==> src/rtl/cu_collect_pkg.sv <==
package cu_collect_pkg;

  // Number of channel-status bits gathered per capture (one per A subframe).
  localparam int CS_BITS  = 8;
  // User bits per capture: one per subframe, both channels.
  localparam int USR_BITS = 2 * CS_BITS;
  // Width of the packed word: flag + status field + user field.
  localparam int WORD_BITS = 1 + CS_BITS + USR_BITS;
  // Width of the readable status port.
  localparam int OUT_BITS = 32;

  typedef struct packed {
    logic is_a;
    logic blk;
    logic c;
    logic u;
  } subframe_t;

endpackage

==> src/rtl/cu_align_ctrl.sv <==
module cu_align_ctrl #(
  parameter int USR_W = 16,
  localparam int CNT_W = $clog2(USR_W)
) (
  input  logic clk,
  input  logic rst_n,
  input  logic clr_i,
  input  logic valid_i,
  input  logic is_a_i,
  output logic accept_o,
  output logic accept_a_o,
  output logic first_o,
  output logic done_o
);

  logic             busy_q, busy_d;
  logic [CNT_W-1:0] cnt_q, cnt_d;
  logic             expect_a;
  logic             accept, first, drop, done;

  // Even count means an A subframe comes next.
  assign expect_a = ~cnt_q[0];

  always_comb begin
    accept = 1'b0;
    first  = 1'b0;
    drop   = 1'b0;
    if (!clr_i && valid_i) begin
      if (!busy_q) begin
        if (is_a_i) begin
          accept = 1'b1;
          first  = 1'b1;
        end
      end else if (is_a_i == expect_a) begin
        accept = 1'b1;
      end else if (is_a_i) begin
        accept = 1'b1;
        first  = 1'b1;
      end else begin
        drop = 1'b1;
      end
    end
  end

  assign done = accept && !is_a_i && busy_q && (cnt_q == CNT_W'(USR_W - 1));

  always_comb begin
    busy_d = busy_q;
    cnt_d  = cnt_q;
    if (clr_i || done || drop) begin
      busy_d = 1'b0;
      cnt_d  = '0;
    end else if (first) begin
      busy_d = 1'b1;
      cnt_d  = CNT_W'(1);
    end else if (accept) begin
      cnt_d  = cnt_q + CNT_W'(1);
    end
  end

  always_ff @(posedge clk or negedge rst_n) begin
    if (!rst_n) begin
      busy_q <= 1'b0;
      cnt_q  <= '0;
    end else begin
      busy_q <= busy_d;
      cnt_q  <= cnt_d;
    end
  end

  assign accept_o   = accept;
  assign accept_a_o = accept && is_a_i;
  assign first_o    = first;
  assign done_o     = done;

endmodule

==> src/rtl/cu_shift_field.sv <==
module cu_shift_field #(
  parameter int W = 8
) (
  input  logic         clk,
  input  logic         rst_n,
  input  logic         en_i,
  input  logic         bit_i,
  output logic [W-1:0] q_o,
  output logic [W-1:0] d_o
);

  logic [W-1:0] q, d;

  // New bit enters at the top; after W shifts the oldest sits at index 0.
  always_comb begin
    d = q;
    if (en_i) begin
      d = {bit_i, q[W-1:1]};
    end
  end

  always_ff @(posedge clk or negedge rst_n) begin
    if (!rst_n) begin
      q <= '0;
    end else begin
      q <= d;
    end
  end

  assign q_o = q;
  assign d_o = d;

endmodule

==> src/rtl/cu_word_latch.sv <==
module cu_word_latch #(
  parameter int W = 25
) (
  input  logic         clk,
  input  logic         rst_n,
  input  logic         load_i,
  input  logic [W-1:0] word_i,
  output logic [W-1:0] word_o,
  output logic         strobe_o
);

  logic [W-1:0] word_q, word_d;
  logic         strobe_q;

  always_comb begin
    word_d = word_q;
    if (load_i) begin
      word_d = word_i;
    end
  end

  always_ff @(posedge clk or negedge rst_n) begin
    if (!rst_n) begin
      word_q   <= '0;
      strobe_q <= 1'b0;
    end else begin
      word_q   <= word_d;
      strobe_q <= load_i;
    end
  end

  assign word_o   = word_q;
  assign strobe_o = strobe_q;

endmodule

==> src/rtl/cu_status_collector.sv <==
module cu_status_collector
  import cu_collect_pkg::*;
(
  input  logic                clk,
  input  logic                rst_n,
  input  logic                clr_i,
  input  logic                sf_valid_i,
  input  logic                sf_is_a_i,
  input  logic                sf_blk_i,
  input  logic                sf_c_i,
  input  logic                sf_u_i,
  output logic [OUT_BITS-1:0] status_o,
  output logic                ready_o
);

  subframe_t sf;
  logic accept, accept_a, first, done;
  logic sob_q, sob_d;
  logic [CS_BITS-1:0]   cs_q, cs_d;
  logic [USR_BITS-1:0]  usr_q, usr_d;
  logic [WORD_BITS-1:0] word_next, word_q;

  assign sf = '{is_a: sf_is_a_i, blk: sf_blk_i, c: sf_c_i, u: sf_u_i};

  cu_align_ctrl #(.USR_W(USR_BITS)) i_ctrl (
    .clk        (clk),
    .rst_n      (rst_n),
    .clr_i      (clr_i),
    .valid_i    (sf_valid_i),
    .is_a_i     (sf.is_a),
    .accept_o   (accept),
    .accept_a_o (accept_a),
    .first_o    (first),
    .done_o     (done)
  );

  // Status bits: A subframes only.
  cu_shift_field #(.W(CS_BITS)) i_cs_field (
    .clk   (clk),
    .rst_n (rst_n),
    .en_i  (accept_a),
    .bit_i (sf.c),
    .q_o   (cs_q),
    .d_o   (cs_d)
  );

  // User bits: every accepted subframe, interleaved A then B.
  cu_shift_field #(.W(USR_BITS)) i_usr_field (
    .clk   (clk),
    .rst_n (rst_n),
    .en_i  (accept),
    .bit_i (sf.u),
    .q_o   (usr_q),
    .d_o   (usr_d)
  );

  // Block-start flag of the subframe that opens the capture.
  always_comb begin
    sob_d = sob_q;
    if (first) begin
      sob_d = sf.blk;
    end
  end

  always_ff @(posedge clk or negedge rst_n) begin
    if (!rst_n) begin
      sob_q <= 1'b0;
    end else begin
      sob_q <= sob_d;
    end
  end

  assign word_next = {sob_q, cs_d, usr_d};

  cu_word_latch #(.W(WORD_BITS)) i_latch (
    .clk      (clk),
    .rst_n    (rst_n),
    .load_i   (done),
    .word_i   (word_next),
    .word_o   (word_q),
    .strobe_o (ready_o)
  );

  assign status_o = {{(OUT_BITS - WORD_BITS){1'b0}}, word_q};

endmodule

==> config.mk <==
export PLATFORM = sky130hd
export DESIGN_NAME = cu_status_collector
export DESIGN_NICKNAME = d
export VERILOG_FILES = /design/src/rtl/cu_collect_pkg.sv /design/src/rtl/cu_align_ctrl.sv /design/src/rtl/cu_shift_field.sv /design/src/rtl/cu_word_latch.sv /design/src/rtl/cu_status_collector.sv
export SDC_FILE = /design/constraint.sdc
export NUM_CORES = 1
export LEC_CHECK = 0
export BUFFER_PORTS_ARGS = -buffer_cell sky130_fd_sc_hd__buf_4
export CORE_MARGIN = 1.5
export CORE_UTILIZATION = 55
export CTS_CLUSTER_SIZE = 14
export DETAILED_ROUTE_END_ITERATION = 10
export PLACE_DENSITY_LB_ADDON = 0.15
export REMOVE_ABC_BUFFERS = 1
export SKIP_CTS_REPAIR_TIMING = 1
export SKIP_LAST_GASP = 1
export SYNTH_ARGS = -nofsm -noshare
export SYNTH_HDL_FRONTEND = slang
export SYNTH_SLANG_ARGS = --single-unit
==> constraint.sdc <==
create_clock -name clk -period 1.9 [get_ports clk]
set_input_delay 0.095 -clock clk [delete_from_list [all_inputs] [get_ports clk]]
set_output_delay 0.095 -clock clk [all_outputs]
set_load 0.01 [all_outputs]
==> flow_summary_export.csv, run 1 <==
group,metric,value,unit
status,status,"finished clean",
setup_path,critical_path_arrival,2.02,ns
synthesis,synth-compound-area-share,0.101,
worst_hold_path,hp-class,"in -> reg",
synthesis,netlist-cell-type-count,34,
routing,viasPerCell,5.58,
floorplanning,placementRows,23,
power_and_ir_drop,vdd_ir_drop_max,0.575,mV
routing,wl,4.13,mm
synthesis,synthMuxAreaShare,0.196,
finish,final_util,0.679,
sta,fmax,0.549,GHz
routing,wire_per_inst,16.2,um
synthesis,yosysWarnings,0,
routing,first_pass_iters,4,
floorplanning,die-area,4680,sq um
global_route,grt_max_degree,56,
sta,clock_skew,0.0101,ns
synthesis,synthSimpleGateAreaFrac,0.0607,
sta,setup_violations,0,
routing,drcViolationCount,0,
sta,timing.final.ws_setup,0.0801,ns
global_route,grt_overflow,0,
routing,drtAntennaViolNets,0,
power_and_ir_drop,p_leak,1.37,nW
floorplanning,num_io_pins,41,
finish,design_area,2750,sq um
finish,nets,213,
finish,drive_gt1_frac,0.454,
run,max-cap-violations,0,
place,post-place-ws,-0.00343,ns
finish,syn_to_final_growth,17.1,%
cts,clock_path_buffers,2,
synthesis,ys_ff_latch,55,
cts,htree_levels,2,
floorplanning,die_x,68.4,um
setup_path,crit_required,2.10,ns
sta,tightest_slew,0.688,ns
floorplanning,core,4060,sq um
sta,min_period,1.82,ns
place,placed_area,2610,sq um
finish,final_cell_mix,"54 x dfrtp_1, 39 x buf_4, 38 x mux2_2, 16 x o22a_1, 7 x conb_1",
place,finalWeightedCongestion,0.767,
global_route,grt_usage,0.198,
synthesis,synth.cell_area,2350,sq um
sta,slew_headroom,0.541,
synthesis,synth_seq_area_share,0.585,
cts,cts_sinks,55,
synthesis,synthAdderAreaFrac,0.00532,
cts,clkTransAtPathRegs,0.10,ns
power_and_ir_drop,powerDensity,895,nW/um^2
sta,period_share,0.958,
synthesis,synth_area_per_cell,14.3,sq um
setup_path,worstPathMaxFanout,5,
finish,antenna_cells,0,
setup_path,cp-end-kind,"register",
sta,final-max-slew-violation-count,0,
cts,cts_made_buffers,5,
global_route,grt_antenna_before_repair,0,
routing,num_vias,1422,
finish,final_common_cell,"dfrtp_1",
synthesis,syn_inst,164,
place,portBuffers,33,
floorplanning,initial_core_util,0.579,
place,hpwl,2.75,mm
cts,clockRootBuffer,"clkbuf_8",
sta,timing_hold_violations_final,0,
routing,drt_iter0_drc,103,
cts,clk_latency,0.31,ns
cts,cts_tree,"built",
floorplanning,die-height,68.4,um
synthesis,synth_top_family_by_area,"multiplexers",
setup_path,crit_type,"reg -> reg",
setup_path,cp-start-kind,"register",
global_route,grt_pass1_wl,6.73,mm
global_route,grt_pass1_vias,1385,
synthesis,synth-xor-area-share,0,
## synth_stat cells
library cell / count / area share
inv_2: 1 / 0.0016
o311a_1: 1 / 0.0043
nand3_1: 2 / 0.0043
nor2b_1: 2 / 0.0053
nand2b_1: 1 / 0.0027
nand3b_1: 3 / 0.0096
conb_1: 1 / 0.0016
ha_1: 1 / 0.0053
nor4_4: 1 / 0.0090
o21ai_0: 2 / 0.0043
nand2_1: 2 / 0.0032
nor2_1: 1 / 0.0016
or2_2: 1 / 0.0027
mux2_2: 38 / 0.18
o31ai_1: 2 / 0.0064
buf_6: 1 / 0.0048
a21oi_1: 1 / 0.0021
a21o_1: 1 / 0.0032
buf_4: 9 / 0.029
dfrtp_1: 55 / 0.59
nor2_2: 1 / 0.0027
a22oi_1: 1 / 0.0032
a21boi_0: 1 / 0.0032
nand4_1: 1 / 0.0027
a21oi_2: 1 / 0.0037
or3_1: 1 / 0.0027
buf_2: 6 / 0.013
a221oi_1: 3 / 0.011
nand3b_4: 1 / 0.0085
and3_1: 1 / 0.0027
mux2_1: 3 / 0.014
or4_1: 1 / 0.0032
o22a_1: 16 / 0.060
inv_1: 1 / 0.0016
## cells by family after synthesis
group	Yosys count
multiplexers	41
flip-flops	55
AND/OR/NAND/NOR	19
buffers and inverters	18
AO/OA/AOI/OAI	29
other	1
adder cells (fa/ha/maj)	1
## metal layers
metal  vias to the layer above  GRT usage  part of all wire
met4                         0     0.0775             0.016
met1                       706      0.256              0.45
met5                         -          0                 0
li1                        666          -                 -
met2                        42      0.317              0.49
met3                         8     0.0510             0.041
## critical path: stages (launching register included)
cell and delay [ns]:
dfrtp_2 0.41, ha_1 0.20, nand3_1 0.16, nor4_4 0.37, buf_4 0.17, buf_4 0.09
mux2_1 0.30
## worst paths after layout
kind	startpoint	endpoint	slack (ns)	cells past startpoint
min in group asynchronous	rst_n	sob_q$_DFFE_PN0P_	0.37	2
min	sf_u_i	i_latch.word_o[15]$_DFFE_PN0P_	0.01	2
max	i_ctrl.cnt_q[0]$_DFFE_PN0P_	i_latch.word_o[24]$_DFFE_PN0P_	0.08	6
min reg2reg	sob_q$_DFFE_PN0P_	i_latch.word_o[24]$_DFFE_PN0P_	0.50	1
max reg2reg	i_ctrl.cnt_q[0]$_DFFE_PN0P_	i_latch.word_o[24]$_DFFE_PN0P_	0.08	6
max in group asynchronous	rst_n	i_ctrl.cnt_q[0]$_DFFE_PN0P_	1.07	2
## where the power goes
| group | switching (mW) | internal (mW) |
|---|---|---|
| Clock | 0.383 | 0.267 |
| Combinational | 0.124 | 0.214 |
| Sequential | 0.140 | 1.34 |
| Total | 0.647 | 1.82 |
## flip-flops by register name (all words and copies together), names as in the netlist
name	cells
i_latch.word_o	25
i_usr_field.q_o	15
i_cs_field.q_o	8
sob_q	1
i_ctrl.cnt_q	4
i_latch.strobe_o	1
i_ctrl.busy_q	1
## through the flow
| step | hold slack [ns] | TNS (ns) | cells | power [mW] |
|---|---|---|---|---|
| finish | 0.0142 | 0 | 255 | 2.46 |
| global route | 0.0106 | -0.0958 | 255 | 2.60 |
| CTS | -0.172 | -0.231 | 249 | 2.48 |
| detailed placement | 0.173 | -0.0134 | 241 | 1.83 |
| global placement | 0.164 | 0 | 241 | 1.80 |
| floorplan | -0.201 | -1.60 | 154 | 1.70 |
## final cells by class
cell class,count,area [sq um]
Clock buffer,5,68.8
Clock inverter,3,22.5
Fill cell,296,1300
Inverter,2,7.51
Multi-Input combinational cell,97,881
Sequential cell,55,1380
Tap cell,50,62.6
Timing Repair Buffer,43,334
No activity file was read; power rests on OpenSTA's default activity.
==> run 2, diff against run 1 <==
==> constraint.sdc (replaced) <==
create_clock -name clk -period 1.9 [get_ports clk]
set_input_delay 0.19 -clock clk [delete_from_list [all_inputs] [get_ports clk]]
set_output_delay 0.19 -clock clk [all_outputs]
set_load 0.01 [all_outputs]
==> run 2 against run 1 <==
Non-clock buffer count decreased by 2. Critical path depth unchanged. Sequential share of layout area is 0.37 points higher. Setup slack got worse by 0.0061 ns. Sequential power about the same. Combinational power shrank 1%. Cell area down 0.73%. Final cell count shrank 0.78%. Maximum frequency decreased by 0.33%. Global-route usage is the same. Register-to-register slack about the same. Critical path type unchanged. Highest routed layer unchanged.
==> flow_summary_export.csv, run 2 (synthesis results as in run 1) <==
group,metric,value,unit
place,placed_area,2610,sq um
place,hpwl,2.75,mm
routing,wl,4.11,mm
worst_hold_path,holdPathStages,2,
sta,clock_skew,0.00989,ns
finish,fillerInstances,298,
cts,clock_path_buffers,2,
global_route,grt_usage,0.198,
cts,clk_latency,0.31,ns
sta,timing_hold_violations_final,0,
global_route,grt_overflow,0,
worst_hold_path,hold_start,"sf_blk_i",
power_and_ir_drop,p_leak,1.36,nW
setup_path,crit_type,"reg -> reg",
routing,drcViolationCount,0,
worst_hold_path,hp-class,"in -> reg",
routing,num_vias,1419,
setup_path,crit_required,2.10,ns
power_and_ir_drop,vdd_ir_drop_max,0.574,mV
global_route,grt_pass1_wl,6.73,mm
setup_path,r2r-end,"i_latch.word_o[24]$_DFFE_PN0P_",
routing,drtAntennaViolNets,0,
setup_path,crit-reg2reg-launch,"i_ctrl.cnt_q[0]$_DFFE_PN0P_",
floorplanning,placementRows,23,
global_route,grt_max_degree,56,
floorplanning,die-height,68.4,um
status,status,"finished clean",
finish,largest_register_ffs,25,
routing,wire_per_inst,16.2,um
finish,design_area,2730,sq um
floorplanning,initial_core_util,0.579,
cts,cts_tree,"built",
setup_path,critical_path_arrival,2.03,ns
floorplanning,core,4060,sq um
run,max-cap-violations,0,
place,post-place-ws,-0.00343,ns
routing,drt_iter0_drc,109,
cts,clkTransAtPathRegs,0.10,ns
routing,first_pass_iters,4,
finish,syn_to_final_growth,16.3,%
sta,timing.final.ws_setup,0.0740,ns
place,finalWeightedCongestion,0.767,
floorplanning,num_io_pins,41,
setup_path,cp-start-kind,"register",
cts,clockRootBuffer,"clkbuf_8",
cts,cts_sinks,55,
sta,setup_violations,0,
floorplanning,die-area,4680,sq um
finish,nets,211,
finish,drive_gt1_frac,0.458,
finish,instances_no_fill,253,
sta,tightest_slew,0.685,ns
place,portBuffers,33,
finish,final_common_cell,"dfrtp_1",
setup_path,cp-end-kind,"register",
setup_path,worstPathMaxFanout,5,
sta,min_period,1.83,ns
sta,whs,0.107,ns
setup_path,r2r_slack,0.07,ns
finish,antenna_cells,0,
sta,period_share,0.961,
place,dpl.cell_count,241,
routing,viasPerCell,5.61,
worst_hold_path,min_to,"sob_q$_DFFE_PN0P_",
sta,fmax,0.548,GHz
sta,final-max-slew-violation-count,0,
finish,final_util,0.674,
finish,final_cell_mix,"54 x dfrtp_1, 39 x buf_4, 38 x mux2_2, 16 x o22a_1, 7 x conb_1",
global_route,grt_pass1_vias,1385,
power_and_ir_drop,powerDensity,900,nW/um^2
cts,htree_levels,2,
setup_path,reg2reg_depth,6,
global_route,grt_antenna_before_repair,0,
cts,cts_made_buffers,5,
floorplanning,die_x,68.4,um
sta,slew_headroom,0.543,
run 2: how the worst max path moves through the flow:
stage / from / to / slack [ns] / cells after the start
floorplan: i_ctrl.cnt_q[0]$_DFFE_PN0P_ / i_latch.word_o[16]$_DFFE_PN0P_ / -0.19 / 4
global placement: i_ctrl.cnt_q[0]$_DFFE_PN0P_ / i_latch.word_o[19]$_DFFE_PN0P_ / 0.11 / 5
detailed placement: i_ctrl.cnt_q[0]$_DFFE_PN0P_ / i_latch.word_o[22]$_DFFE_PN0P_ / -0.003 / 5
CTS: i_ctrl.cnt_q[0]$_DFFE_PN0P_ / i_latch.word_o[20]$_DFFE_PN0P_ / -0.03 / 5
global route: i_ctrl.cnt_q[0]$_DFFE_PN0P_ / i_latch.word_o[24]$_DFFE_PN0P_ / -0.03 / 6
finish: i_ctrl.cnt_q[0]$_DFFE_PN0P_ / i_latch.word_o[24]$_DFFE_PN0P_ / 0.07 / 6
run 2: routing by layer:
layer  wire length [um]  up-vias  track usage
li1                   -      665            -
met1               1780      704        0.256
met2               2020       44        0.317
met3                243        6       0.0510
met4                 61        0       0.0775
met5                  0        -            0
run 2: through the flow:
stage | power, mW | setup TNS [ns]
after global routing | 2.60 | -0.0958
after CTS | 2.48 | -0.231
after floorplan | 1.70 | -1.60
final | 2.46 | 0
after global placement | 1.80 | 0
after detailed placement | 1.83 | -0.0134
run 2: layout make-up:
type	count	area (sq um)	area share
Sequential cell	55	1380	0.504
Multi-Input combinational cell	97	881	0.322
Timing Repair Buffer	41	314	0.115
Clock buffer	5	68.8	0.0252
Tap cell	50	62.6	0.0229
Clock inverter	3	22.5	0.00824
Inverter	2	7.51	0.00275
run 2: worst max-delay path, stage by stage, from the launching register on:
cell	delay, ns
dfrtp_2	0.41
ha_1	0.20
nand3_1	0.17
nor4_4	0.37
buf_4	0.17
buf_4	0.09
mux2_1	0.30
run 2: power by group:
part | internal [mW] | leakage (nW) | switching (mW)
clock network | 0.267 | 0.0489 | 0.383
registers | 1.34 | 0.738 | 0.140
logic | 0.212 | 0.571 | 0.123
total | 1.81 | 1.36 | 0.646
==> run 3, diff against run 2 <==
--- a/config.mk
+++ b/config.mk
@@ -11,7 +11,6 @@
 export CTS_CLUSTER_SIZE = 14
 export DETAILED_ROUTE_END_ITERATION = 10
 export PLACE_DENSITY_LB_ADDON = 0.15
-export REMOVE_ABC_BUFFERS = 1
 export SKIP_CTS_REPAIR_TIMING = 1
 export SKIP_LAST_GASP = 1
 export SYNTH_ARGS = -nofsm -noshare
==> run 3 against run 2 <==
Final cell count is 1.6% lower. Power grew 3.8%. Combinational power barely moved. Count of clock-buffer cells in the layout unchanged. First-iteration DRC count up 33%. Sequential share of layout area up 0.12 points. Clock power grew 15%. Register-to-register slack improved by 0.08 ns. Setup slack better by 0.076 ns. Cell area fell by 0.23%. Critical path type unchanged. Sequential power barely moved. Die area stayed put. Critical endpoint unchanged.
==> flow_summary_export.csv, run 3 (synthesis results as in run 1) <==
group,metric,value,unit
global_route,grt_usage,0.194,
power_and_ir_drop,p_int,1.93,mW
sta,tightest_slew,0.687,ns
status,status,"finished clean",
routing,num_vias,1429,
finish,nets,208,
floorplanning,die_x,68.4,um
power_and_ir_drop,combPwrFrac,0.131,
cts,clockRootBuffer,"clkbuf_8",
power_and_ir_drop,pwr-share-seq,0.577,
routing,drtAntennaViolNets,0,
setup_path,worstPathCellList,"ha_1 > nand3_1 > nor4_4 > buf_4 > mux2_1",
sta,setup_violations,0,
setup_path,critical_path_arrival,1.95,ns
setup_path,worstPathMaxFanout,17,
global_route,grt_overflow,0,
routing,wl,4.13,mm
setup_path,cp-end-kind,"register",
sta,fmax,0.571,GHz
power_and_ir_drop,clkPwrFrac,0.292,
place,placed_area,2610,sq um
place,portBuffers,33,
finish,design_area,2730,sq um
sta,slew_headroom,0.542,
cts,cts_tree,"built",
sta,timing_hold_violations_final,0,
cts,htree_levels,2,
cts,clkTransAtPathRegs,0.10,ns
power_and_ir_drop,switching_power,624,uW
power_and_ir_drop,powerDensity,937,nW/um^2
finish,largest_register_ffs,25,
routing,drcViolationCount,0,
finish,antenna_cells,0,
setup_path,cp-start-kind,"register",
global_route,grt_antenna_before_repair,0,
cts,cts_sinks,55,
sta,clock_skew,0.00942,ns
sta,final-max-slew-violation-count,0,
sta,tns,0,ns
place,hpwl,2.78,mm
routing,drt_iter0_drc,145,
sta,min_period,1.75,ns
setup_path,slowest_delay,0.46,ns
power_and_ir_drop,switching_share,0.244,
routing,wire_per_inst,16.6,um
worst_hold_path,hp-class,"in -> reg",
power_and_ir_drop,vdd_ir_drop_max,0.590,mV
finish,final_common_cell,"dfrtp_1",
routing,first_pass_iters,4,
global_route,grt_max_degree,56,
finish,final_cell_mix,"54 x dfrtp_1, 38 x mux2_2, 37 x buf_4, 16 x o22a_1, 7 x conb_1",
sta,rsz0062_at_grt,"false",
sta,period_share,0.921,
global_route,grt_pass1_wl,6.67,mm
cts,cts_made_buffers,5,
setup_path,crit_type,"reg -> reg",
setup_path,crit_required,2.10,ns
cts,clock_path_buffers,2,
finish,syn_to_final_growth,16.0,%
floorplanning,die-height,68.4,um
power_and_ir_drop,p_leak,1.34,nW
finish,drive_gt1_frac,0.447,
floorplanning,placementRows,23,
routing,viasPerCell,5.74,
sta,whs,0.108,ns
run,max-cap-violations,0,
global_route,grt_pass1_vias,1376,
power_and_ir_drop,finalPower,2.55,mW
cts,clk_latency,0.31,ns
floorplanning,num_io_pins,41,
floorplanning,core,4060,sq um
place,finalWeightedCongestion,0.826,
setup_path,slowest_stage,"dfrtp_2",
floorplanning,initial_core_util,0.579,
floorplanning,die-area,4680,sq um
[run 3: cell types whose count changed in the layout (fill, tap and decap cells not counted), sizes merged]
cell      before  now
clkinvlp       0    1
buf           40   37
clkinv         1    0
inv            4    2
bufinv         0    1
[run 3: stage by stage]
| step | instances | worst slack [ns] | util |
|---|---|---|---|
| floorplan | 170 | 0.124 | - |
| global placement | 241 | 0.152 | 0.642 |
| detailed placement | 241 | 0.0728 | 0.642 |
| CTS | 248 | 0.0545 | 0.668 |
| global route | 249 | 0.0543 | 0.672 |
| finish | 249 | 0.150 | 0.672 |
[run 3: final timing paths]
kind	to	cells past startpoint	slack (ns)	startpoint
worst max-delay path	i_latch.word_o[24]$_DFFE_PN0P_	5	0.15	i_ctrl.cnt_q[0]$_DFFE_PN0P_
worst min-delay path	i_latch.word_o[15]$_DFFE_PN0P_	2	0.11	sf_u_i
worst max register to register	i_latch.word_o[24]$_DFFE_PN0P_	5	0.15	i_ctrl.cnt_q[0]$_DFFE_PN0P_
worst min register to register	i_latch.word_o[0]$_DFFE_PN0P_	1	0.49	i_usr_field.q_o[1]$_DFF_PN0_
max in group asynchronous	i_ctrl.cnt_q[0]$_DFFE_PN0P_	2	0.97	rst_n
min in group asynchronous	i_cs_field.q_o[0]$_DFF_PN0_	2	0.45	rst_n
[run 3: power by group through the flow]
stage | Clock, mW | Combinational, mW | Sequential (mW)
final | 0.746 | 0.334 | 1.47
after global routing | 0.812 | 0.372 | 1.51
after CTS | 0.777 | 0.336 | 1.48
after detailed placement | 0 | 0.334 | 1.50
after global placement | 0 | 0.317 | 1.48
after floorplan | 0 | 0.278 | 1.45
[run 3: routing by layer]
metal | wire length (um) | share of wire | GRT usage | vias to the layer above
li1 | - | - | - | 653
met1 | 1900 | 0.46 | 0.267 | 725
met2 | 1960 | 0.48 | 0.292 | 46
met3 | 214 | 0.052 | 0.0559 | 5
met4 | 50 | 0.012 | 0.0700 | 0
met5 | 0 | 0 | 0 | -
[run 3: layout make-up]
class                           count  area [sq um]
Sequential cell                    55          1380
Fill cell                         308          1330
Multi-Input combinational cell     97           886
Timing Repair Buffer               38           288
Clock buffer                        5          68.8
Tap cell                           50          62.6
Clock inverter                      2          37.5
Inverter                            2          7.51
[run 3: worst max-delay path: cells and delay by family (launching register included)]
kind,cells,cell delay (ns)
mux,1,0.34
simple gates,2,0.34
flops,1,0.46
fa+ha+maj,1,0.22
buf+inv,1,0.28
